<file path="src/rtl/adc_rd_pkg.sv">
package adc_rd_pkg;
    typedef enum logic [2:0] {
        ST_IDLE,
        ST_PREP,
        ST_CONV,
        ST_RD_LO,
        ST_RD_HI,
        ST_FINISH
    } rd_state_e;
endpackage

</file>
<file path="src/rtl/adc_rd_timer.sv">
module adc_rd_timer #(
    parameter int W = 16
) (
    input  logic         clk,
    input  logic         rst_n,
    input  logic         load_i,
    input  logic [W-1:0] val_i,
    output logic         zero_o
);
    logic [W-1:0] cnt;

    always_ff @(posedge clk or negedge rst_n) begin
        if (!rst_n) begin
            cnt <= '0;
        end else if (load_i) begin
            cnt <= val_i;
        end else if (cnt != '0) begin
            cnt <= cnt - 1'b1;
        end
    end

    assign zero_o = (cnt == '0);
endmodule

</file>
<file path="src/rtl/adc_rd_shifter.sv">
module adc_rd_shifter #(
    parameter int DATA_W = 16
) (
    input  logic              clk,
    input  logic              rst_n,
    input  logic              clr_i,
    input  logic              shift_i,
    input  logic              din_i,
    output logic [DATA_W-1:0] data_o,
    output logic              last_o
);
    localparam int BIT_W = $clog2(DATA_W);

    logic [BIT_W-1:0] bit_cnt;

    always_ff @(posedge clk or negedge rst_n) begin
        if (!rst_n) begin
            data_o  <= '0;
            bit_cnt <= '0;
        end else if (clr_i) begin
            bit_cnt <= '0;
        end else if (shift_i) begin
            data_o  <= {data_o[DATA_W-2:0], din_i};
            bit_cnt <= bit_cnt + 1'b1;
        end
    end

    assign last_o = (bit_cnt == BIT_W'(DATA_W - 1));
endmodule

</file>
<file path="src/rtl/adc_rd_ctrl.sv">
module adc_rd_ctrl
    import adc_rd_pkg::*;
#(
    parameter int DATA_W = 16,
    parameter int TIME_W = 16
) (
    input  logic              clk,
    input  logic              rst_n,
    input  logic              start_i,
    input  logic              sdo_i,
    input  logic [TIME_W-1:0] half_div_i,
    input  logic [TIME_W-1:0] conv_time_i,
    input  logic [TIME_W-1:0] cycle_time_i,
    output logic              cnv_o,
    output logic              sck_o,
    output logic [DATA_W-1:0] data_o,
    output logic              valid_o
);
    rd_state_e state, nxt;

    logic              accept;
    logic              ph_zero, cyc_zero;
    logic              ph_load, shift_en, last_bit;
    logic [TIME_W-1:0] ph_val, conv_m1, half_m1, cyc_m1;

    assign conv_m1 = (conv_time_i  == '0) ? '0 : conv_time_i  - 1'b1;
    assign half_m1 = (half_div_i   == '0) ? '0 : half_div_i   - 1'b1;
    assign cyc_m1  = (cycle_time_i == '0) ? '0 : cycle_time_i - 1'b1;

    assign accept   = (state == ST_IDLE) && start_i && cyc_zero;
    assign ph_load  = (state == ST_PREP) ||
                      (((state == ST_CONV) || (state == ST_RD_LO) ||
                        (state == ST_RD_HI)) && ph_zero);
    assign ph_val   = (state == ST_PREP) ? conv_m1 : half_m1;
    assign shift_en = (state == ST_RD_HI) && ph_zero;

    adc_rd_timer #(.W(TIME_W)) u_phase (
        .clk    (clk),
        .rst_n  (rst_n),
        .load_i (ph_load),
        .val_i  (ph_val),
        .zero_o (ph_zero)
    );

    adc_rd_timer #(.W(TIME_W)) u_cycle (
        .clk    (clk),
        .rst_n  (rst_n),
        .load_i (accept),
        .val_i  (cyc_m1),
        .zero_o (cyc_zero)
    );

    adc_rd_shifter #(.DATA_W(DATA_W)) u_shift (
        .clk     (clk),
        .rst_n   (rst_n),
        .clr_i   (accept),
        .shift_i (shift_en),
        .din_i   (sdo_i),
        .data_o  (data_o),
        .last_o  (last_bit)
    );

    // next-state logic
    always_comb begin
        nxt = state;
        unique case (state)
            ST_IDLE:   if (accept)  nxt = ST_PREP;
            ST_PREP:                nxt = ST_CONV;
            ST_CONV:   if (ph_zero) nxt = ST_RD_LO;
            ST_RD_LO:  if (ph_zero) nxt = ST_RD_HI;
            ST_RD_HI:  if (ph_zero) nxt = last_bit ? ST_FINISH : ST_RD_LO;
            ST_FINISH:              nxt = ST_IDLE;
            default:                nxt = ST_IDLE;
        endcase
    end

    // state register
    always_ff @(posedge clk or negedge rst_n) begin
        if (!rst_n) state <= ST_IDLE;
        else        state <= nxt;
    end

    // output decode
    always_comb begin
        cnv_o   = 1'b1;
        sck_o   = 1'b0;
        valid_o = 1'b0;
        unique case (state)
            ST_IDLE:   ;
            ST_PREP:   cnv_o = 1'b0;
            ST_CONV:   ;
            ST_RD_LO:  cnv_o = 1'b0;
            ST_RD_HI:  begin cnv_o = 1'b0; sck_o = 1'b1; end
            ST_FINISH: valid_o = 1'b1;
            default:   ;
        endcase
    end

    assert_sck_quiet_R3: assert property (@(posedge clk) disable iff (!rst_n)
        cnv_o |-> !sck_o);
    assert_sck_rise_R4: assert property (@(posedge clk) disable iff (!rst_n)
        $rose(sck_o) |-> !cnv_o);
    assert_valid_after_fall_R6: assert property (@(posedge clk) disable iff (!rst_n)
        valid_o |-> (cnv_o && $past(sck_o)));
    assert_valid_pulse_R9: assert property (@(posedge clk) disable iff (!rst_n)
        valid_o |=> !valid_o);
    assert_prep_rise_R2: assert property (@(posedge clk) disable iff (!rst_n)
        (state == ST_PREP) |=> cnv_o);
    assert_cycle_gate_R8: assert property (@(posedge clk) disable iff (!rst_n)
        (state == ST_PREP) |-> $past(cyc_zero));
endmodule

</file>
<file path="config.mk">
export PLATFORM = sky130hd
export DESIGN_NAME = adc_rd_ctrl
export DESIGN_NICKNAME = d
export VERILOG_FILES = /design/src/rtl/adc_rd_pkg.sv /design/src/rtl/adc_rd_timer.sv /design/src/rtl/adc_rd_shifter.sv /design/src/rtl/adc_rd_ctrl.sv
export SDC_FILE = /design/constraint.sdc
export NUM_CORES = 1
export LEC_CHECK = 0
export ABC_AREA = 0
export BUFFER_PORTS_ARGS = -buffer_cell sky130_fd_sc_hd__buf_2
export CORE_MARGIN = 1
export CORE_UTILIZATION = 30
export CTS_CLUSTER_DIAMETER = 80
export DETAILED_ROUTE_END_ITERATION = 8
export PLACE_DENSITY = 0.45
export SETUP_SLACK_MARGIN = 0.1
export SYNTH_ARGS = -nofsm -noshare
export SYNTH_HDL_FRONTEND = slang
export SYNTH_SLANG_ARGS = --single-unit
</file>
<file path="constraint.sdc">
create_clock -name clk -period 3.42 [get_ports clk]
set_clock_uncertainty 0.2 [all_clocks]
set_input_delay 1.026 -clock clk [delete_from_list [all_inputs] [get_ports clk]]
set_output_delay 1.026 -clock clk [all_outputs]
set_load 0.05 [all_outputs]
</file>
== After elaboration in Yosys (flattened, before gate mapping) ==
Cells that the tools add are included.
Storage, ports and cells
  register bits after elaboration: 55
  input bits: 52
  logic and storage cells: 62
Operators by class
  add/sub/neg operators: 6
  equal/unequal tests: 10
  multiplexer cells: 19
  bitwise operators: 1
  reductions and logical operators: 21
Operator list (number)
  $mux W16: 8
  $logic_not A16 Y1: 5
  $sub A16 B1 Y16 const B: 5
  $reduce_bool A16 Y1: 2
  $mux W3: 5
  $pmux W3 S5: 1
  $mux W4: 2
  $ne A2 B2 Y1 const B: 4
  $eq A3 B2 Y1 const B: 2
  $eq A3 B3 Y1 const B: 2
  $reduce_bool A2 Y1: 3
  $add A4 B1 Y4 const B: 1
  $eq A4 B4 Y1 const B: 1
  $logic_and A1 B1 Y1: 4
  $reduce_and A4 Y1: 1
  $eq A3 B1 Y1 const B: 1
  $logic_not A3 Y1: 1
  $logic_or A1 B1 Y1: 3
  $mux W1: 3
  $reduce_or A3 Y1: 1
  $reduce_and A2 Y1: 1
  $not A1 Y1: 1

== Depth between registers and ports, before layout ==
  word-level depth: 6
  mapped depth: 9
  mapped depth without buffers: 8

== Cells and area by module ==
Synthesis repeated with hierarchy kept, for this count alone.
Second synthesis, totals
  cell total of the unflattened synthesis: 454
  area total of the unflattened synthesis: 4157.7 µm²
Modules (own cells, without submodules)
  adc_rd_timer: times used 2, cells each 107, area an instance 999.7 µm², sequential area each 400.4 µm²
  adc_rd_ctrl: times used 1, cells each 187, area an instance 1288.7 µm², sequential area each 75.1 µm²
  adc_rd_shifter: times used 1, cells each 53, area an instance 869.6 µm², sequential area each 500.5 µm²

== Worst setup path after synthesis ==
Ideal clock, no wire load.
  path kind: input-to-reg
  start point: input conv_time_i[0]
  end point: register u_phase.cnt[12]
  setup time: 142 ps
  arrival time: 2910 ps
  setup slack: 168 ps
  stages on the path: 8
  buffers on the path: 0
  cell sequence: inv_1 ha_1 or4b_4 or2_4 or4_1 xnor2_1 a221oi_1 a211oi_1
Between the ends
  cells in the longest elaborated chain, start to end: 4
  elaborated cells between the ends (all ways): 5
  those cells by class: 1 x add/sub; 3 x mux; 1 x reduce/logical
RTL lines
  from (decl): line adc_rd_ctrl.sv:12  | input logic [TIME_W-1:0] conv_time_i,
  $sub A16 B1 Y16 or $logic_not A16 Y1 (tied branches): line adc_rd_ctrl.sv:26  | assign conv_m1 = (conv_time_i == '0) ? '0 : conv_time_i - 1'b1;
  $mux W16 *: line adc_rd_ctrl.sv:26
  $mux W16 *: line adc_rd_ctrl.sv:34  | assign ph_val = (state == ST_PREP) ? conv_m1 : half_m1;
  $mux W16 *: line adc_rd_timer.sv:15  | end else if (load_i) begin
  to (signal assigned): line adc_rd_timer.sv:16  | cnt <= val_i;
  to (signal assigned): line adc_rd_timer.sv:18  | cnt <= cnt - 1'b1;
  to (decl): line adc_rd_timer.sv:10  | logic [W-1:0] cnt;
Mark *: on every way between the ends. The rest lies on a longest branch, timed or not.
A chain may end at the register's enable or synchronous reset.

== Worst setup path in the final report ==
Same ends and word-level chain as after synthesis.

==> results.yml <==
status:
  status: "finished, final reports clean"
synth:
  synthSimpleGateAreaFrac_pct: 28.5
  synth_xor_area_share_pct: 15.4
  synthCells: 448
  synth_top_family_by_area: "simple AND/OR/NAND/NOR gates"
  synth_fa_ha_area_share_pct: 3.00
  avgSynthCellArea_um2: 8.37
  synth_area_leaders: "dfrtp_1 37%, xnor2_1 9.6%, nand2_1 8.4%"
  ys_ff_latch: 55
  synth-compound-area-share_pct: 13.6
  synth.top_cell.area_share_pct: 36.7
  yosys_warnings: 0
  yosys-mux-area-fraction_pct: 0
  synthArstFlopShare_pct: 100
  synth_top_flop_cell: "dfrtp_1"
  yosys.area.top_type: "dfrtp_1"
  ys_seq_area_share_pct: 36.7
  syn_nets: 509
  synth_edf_count: 0
  syn_area_um2: 3750
  ys_types: 45
global_routing:
  antenna_found_initial: 0
  grt_max_degree: 32
  gr-usage-met3_pct: 2.44
  grt_overflow: 0
  grt_pass1_vias: 3276
  globalRouteTotalUtil_pct: 16.9
  gr-max-usage-layer: "met2"
  met1_usage_pct: 24.0
  grt_util_met2_pct: 26.8
  grt_pass1_wl_um: 17100
floorplanning:
  die_h_um: 114
  row_count: 40
  fp.dieW_um: 114
  ios: 71
  design.die.area_um2: 12900
  start_util_pct: 31.0
  core-area_um2: 12100
critical_path:
  crit_required_ns: 3.38
  critPathArrivalTime_ns: 3.13
  crit_chain: "buf_2 -> inv_1 -> ha_1 -> or4b_4 -> or2_4 -> or4_1 -> xnor2_1 -> a221oi_1 -> a211oi_1"
  crit_path_end_kind: "flop"
  rrSetupSlack_ns: 0.58
  cp_max_fo: 5
  critPathBufInv: 2
  start_kind: "input port"
  max_stage_delay_ns: 0.47
  path_delay_family: "simple AND/OR/NAND/NOR gates"
  critPathKind: "input port to flop"
  slowest_stage: "or4b_4"
route:
  drtPass1Iterations: 4
  vias_per_cell: 4.90
  wl_um: 10400
  drtAntennaViolNets: 0
  drc: 0
  wire_per_inst_um: 14.8
  drt_iter0_drc: 186
  vias: 3451
cells_and_area:
  ff_latch_area_um2: 1380
  multi_input_area_um2: 2270
  final_nets: 597
  final_util_pct: 37.9
  syn_to_final_growth_pct: 22.4
  layout-drive-gt1-share_pct: 21.4
  filler_cell_count: 1312
  finish.instance_area_um2: 4590
  antennaDiodeCount: 0
cts:
  cts_buffers: 5
  hold_buffers: 0
  cts_resized: 0
  clock-sinks: 55
  clockBufferDepth: 2
  cts.clk_slew.worst_paths_ns: 0.07
  post_cts_buffers: 0
  cts_root_buf: "clkbuf_16"
  cts_tree: "yes"
  htreeDepth: 2
  clk_latency_ns: 0.30
hold_path:
  hold_class: "flop to flop"
place:
  place_congestion: 0.809
  dp_hpwl_um: 8070
  dp_slack_ns: -0.0293
  portBuffers: 70
  placed_cell_area_um2: 4440
sta:
  post-route-min-period_ns: 3.17
  timing.final.setup_violations: 0
  grt_setup_unrepaired: "no"
  tightestPinTransition_ns: 0.762
  fmax_ghz: 0.316
  layout_setup_ws_ns: 0.251
  worst_slew_margin_rel_pct: 49.2
  hold_viol: 0
  period_share_pct: 92.7
  maxSlewViolCount: 0
  whs_ns: 0.264
pwr:
  power.leakage_nw: 1.95
  vdd_drop_max_mv: 0.178
  power_density_nw_per_um2: 359
job:
  maxCapViolCount: 0
## through the flow
step	instances	setup TNS, ns	power (mW)
final	705	0	1.65
after global placement	697	0	1.13
after CTS	705	0	1.67
after detailed placement	697	-0.0384	1.13
after floorplan	448	0	0.987
after global routing	705	0	1.75
## worst register-to-register path, delay by kind of cell (launching register included)
kind,cells,cell delay (ns)
and+or+nand+nor,5,1.92
DFF,1,0.41
AOI/OAI and AO/OA,1,0.21
## registers in the layout, summed over array words and instances, names as in the netlist
signal	count
state	3
u_phase.cnt	16
u_cycle.cnt	16
u_shift.bit_cnt	4
u_shift.data_o	16
## cell usage after synthesis, drive strengths merged (4+ instances only)
master and count:
o21ai 19, nand3 10, a22oi 4, a211oi 12, o31ai 5, o22ai 6
xor2 25, or3 7, o21a 4, nor3b 4, or4 10, nor3 27
nor4 19, nand2 84, a221oi 7, ha 9, inv 12, a21oi 15
clkbuf 12, nor2 34, xnor2 41, nand2b 6, dfrtp 55
## report_power, final
group	total (mW)	internal (mW)	switching (mW)
clock	0.524	0.275	0.249
sequential	0.802	0.718	0.0834
combinational	0.322	0.155	0.167
total	1.65	1.15	0.499
## layer usage
layer | wire length (um) | share of wire, % | up-vias
met5 | 0 | 0 | -
met4 | 115 | 1.1 | 0
met3 | 455 | 4.4 | 6
met2 | 4680 | 45 | 76
met1 | 5170 | 50 | 1608
li1 | - | - | 1761
## path summary, 6_finish.rpt
path / startpoint / depth (start not counted) / endpoint
worst max-delay path: conv_time_i[0] / 9 / u_phase.cnt[12]$_DFFE_PN0P_
worst max register to register: u_cycle.cnt[5]$_DFFE_PN0P_ / 6 / u_cycle.cnt[5]$_DFFE_PN0P_
worst min-delay path: u_shift.data_o[15]$_DFFE_PN0P_ / 2 / u_shift.data_o[15]$_DFFE_PN0P_
min in group asynchronous: rst_n / 1 / u_phase.cnt[10]$_DFFE_PN0P_
max in group asynchronous: rst_n / 2 / u_phase.cnt[4]$_DFFE_PN0P_
worst min register to register: u_shift.data_o[15]$_DFFE_PN0P_ / 2 / u_shift.data_o[15]$_DFFE_PN0P_
## area by class of cell
type / count / area share (%)
clock buffer: 5 / 2.73
tap: 168 / 4.58
inverter: 12 / 0.982
timing repair buffer: 95 / 11.7
sequential: 55 / 30.0
multi-input combinational: 367 / 49.5
clock inverter: 3 / 0.491
## cell usage in the layout, fill, tap and decap left out, types with 2 or more instances in the layout
master     netlist  final
nand2_1         84     84
buf_2            1     70
dfrtp_1         55     55
xnor2_1         41     41
nor2_1          34     34
nor3_1          26     26
xor2_1          25     25
buf_4            1     25
nor4_1          19     19
o21ai_0         18     18
a21oi_1         15     15
inv_1           12     12
a211oi_1        12     12
nand3_1         10     10
ha_1             9      9
or4_1            7      7
a221oi_1         7      7
nand2b_1         6      6
o22ai_1          6      6
or3_1            5      5
o31ai_1          5      5
clkbuf_16        0      5
nor3b_1          4      4
o21a_1           4      4
a22oi_1          4      4
or4_4            3      3
nor4b_1          2      2
nand4_1          2      2
nand4b_1         2      2
and3_1           2      2
## logic make-up after synthesis
family,count (synthesis)
simple gates,214
compound gates,78
xor+xnor,66
flops,55
buf+inv,26
fa+ha+maj,9
(Power assumes the default switching activity.)
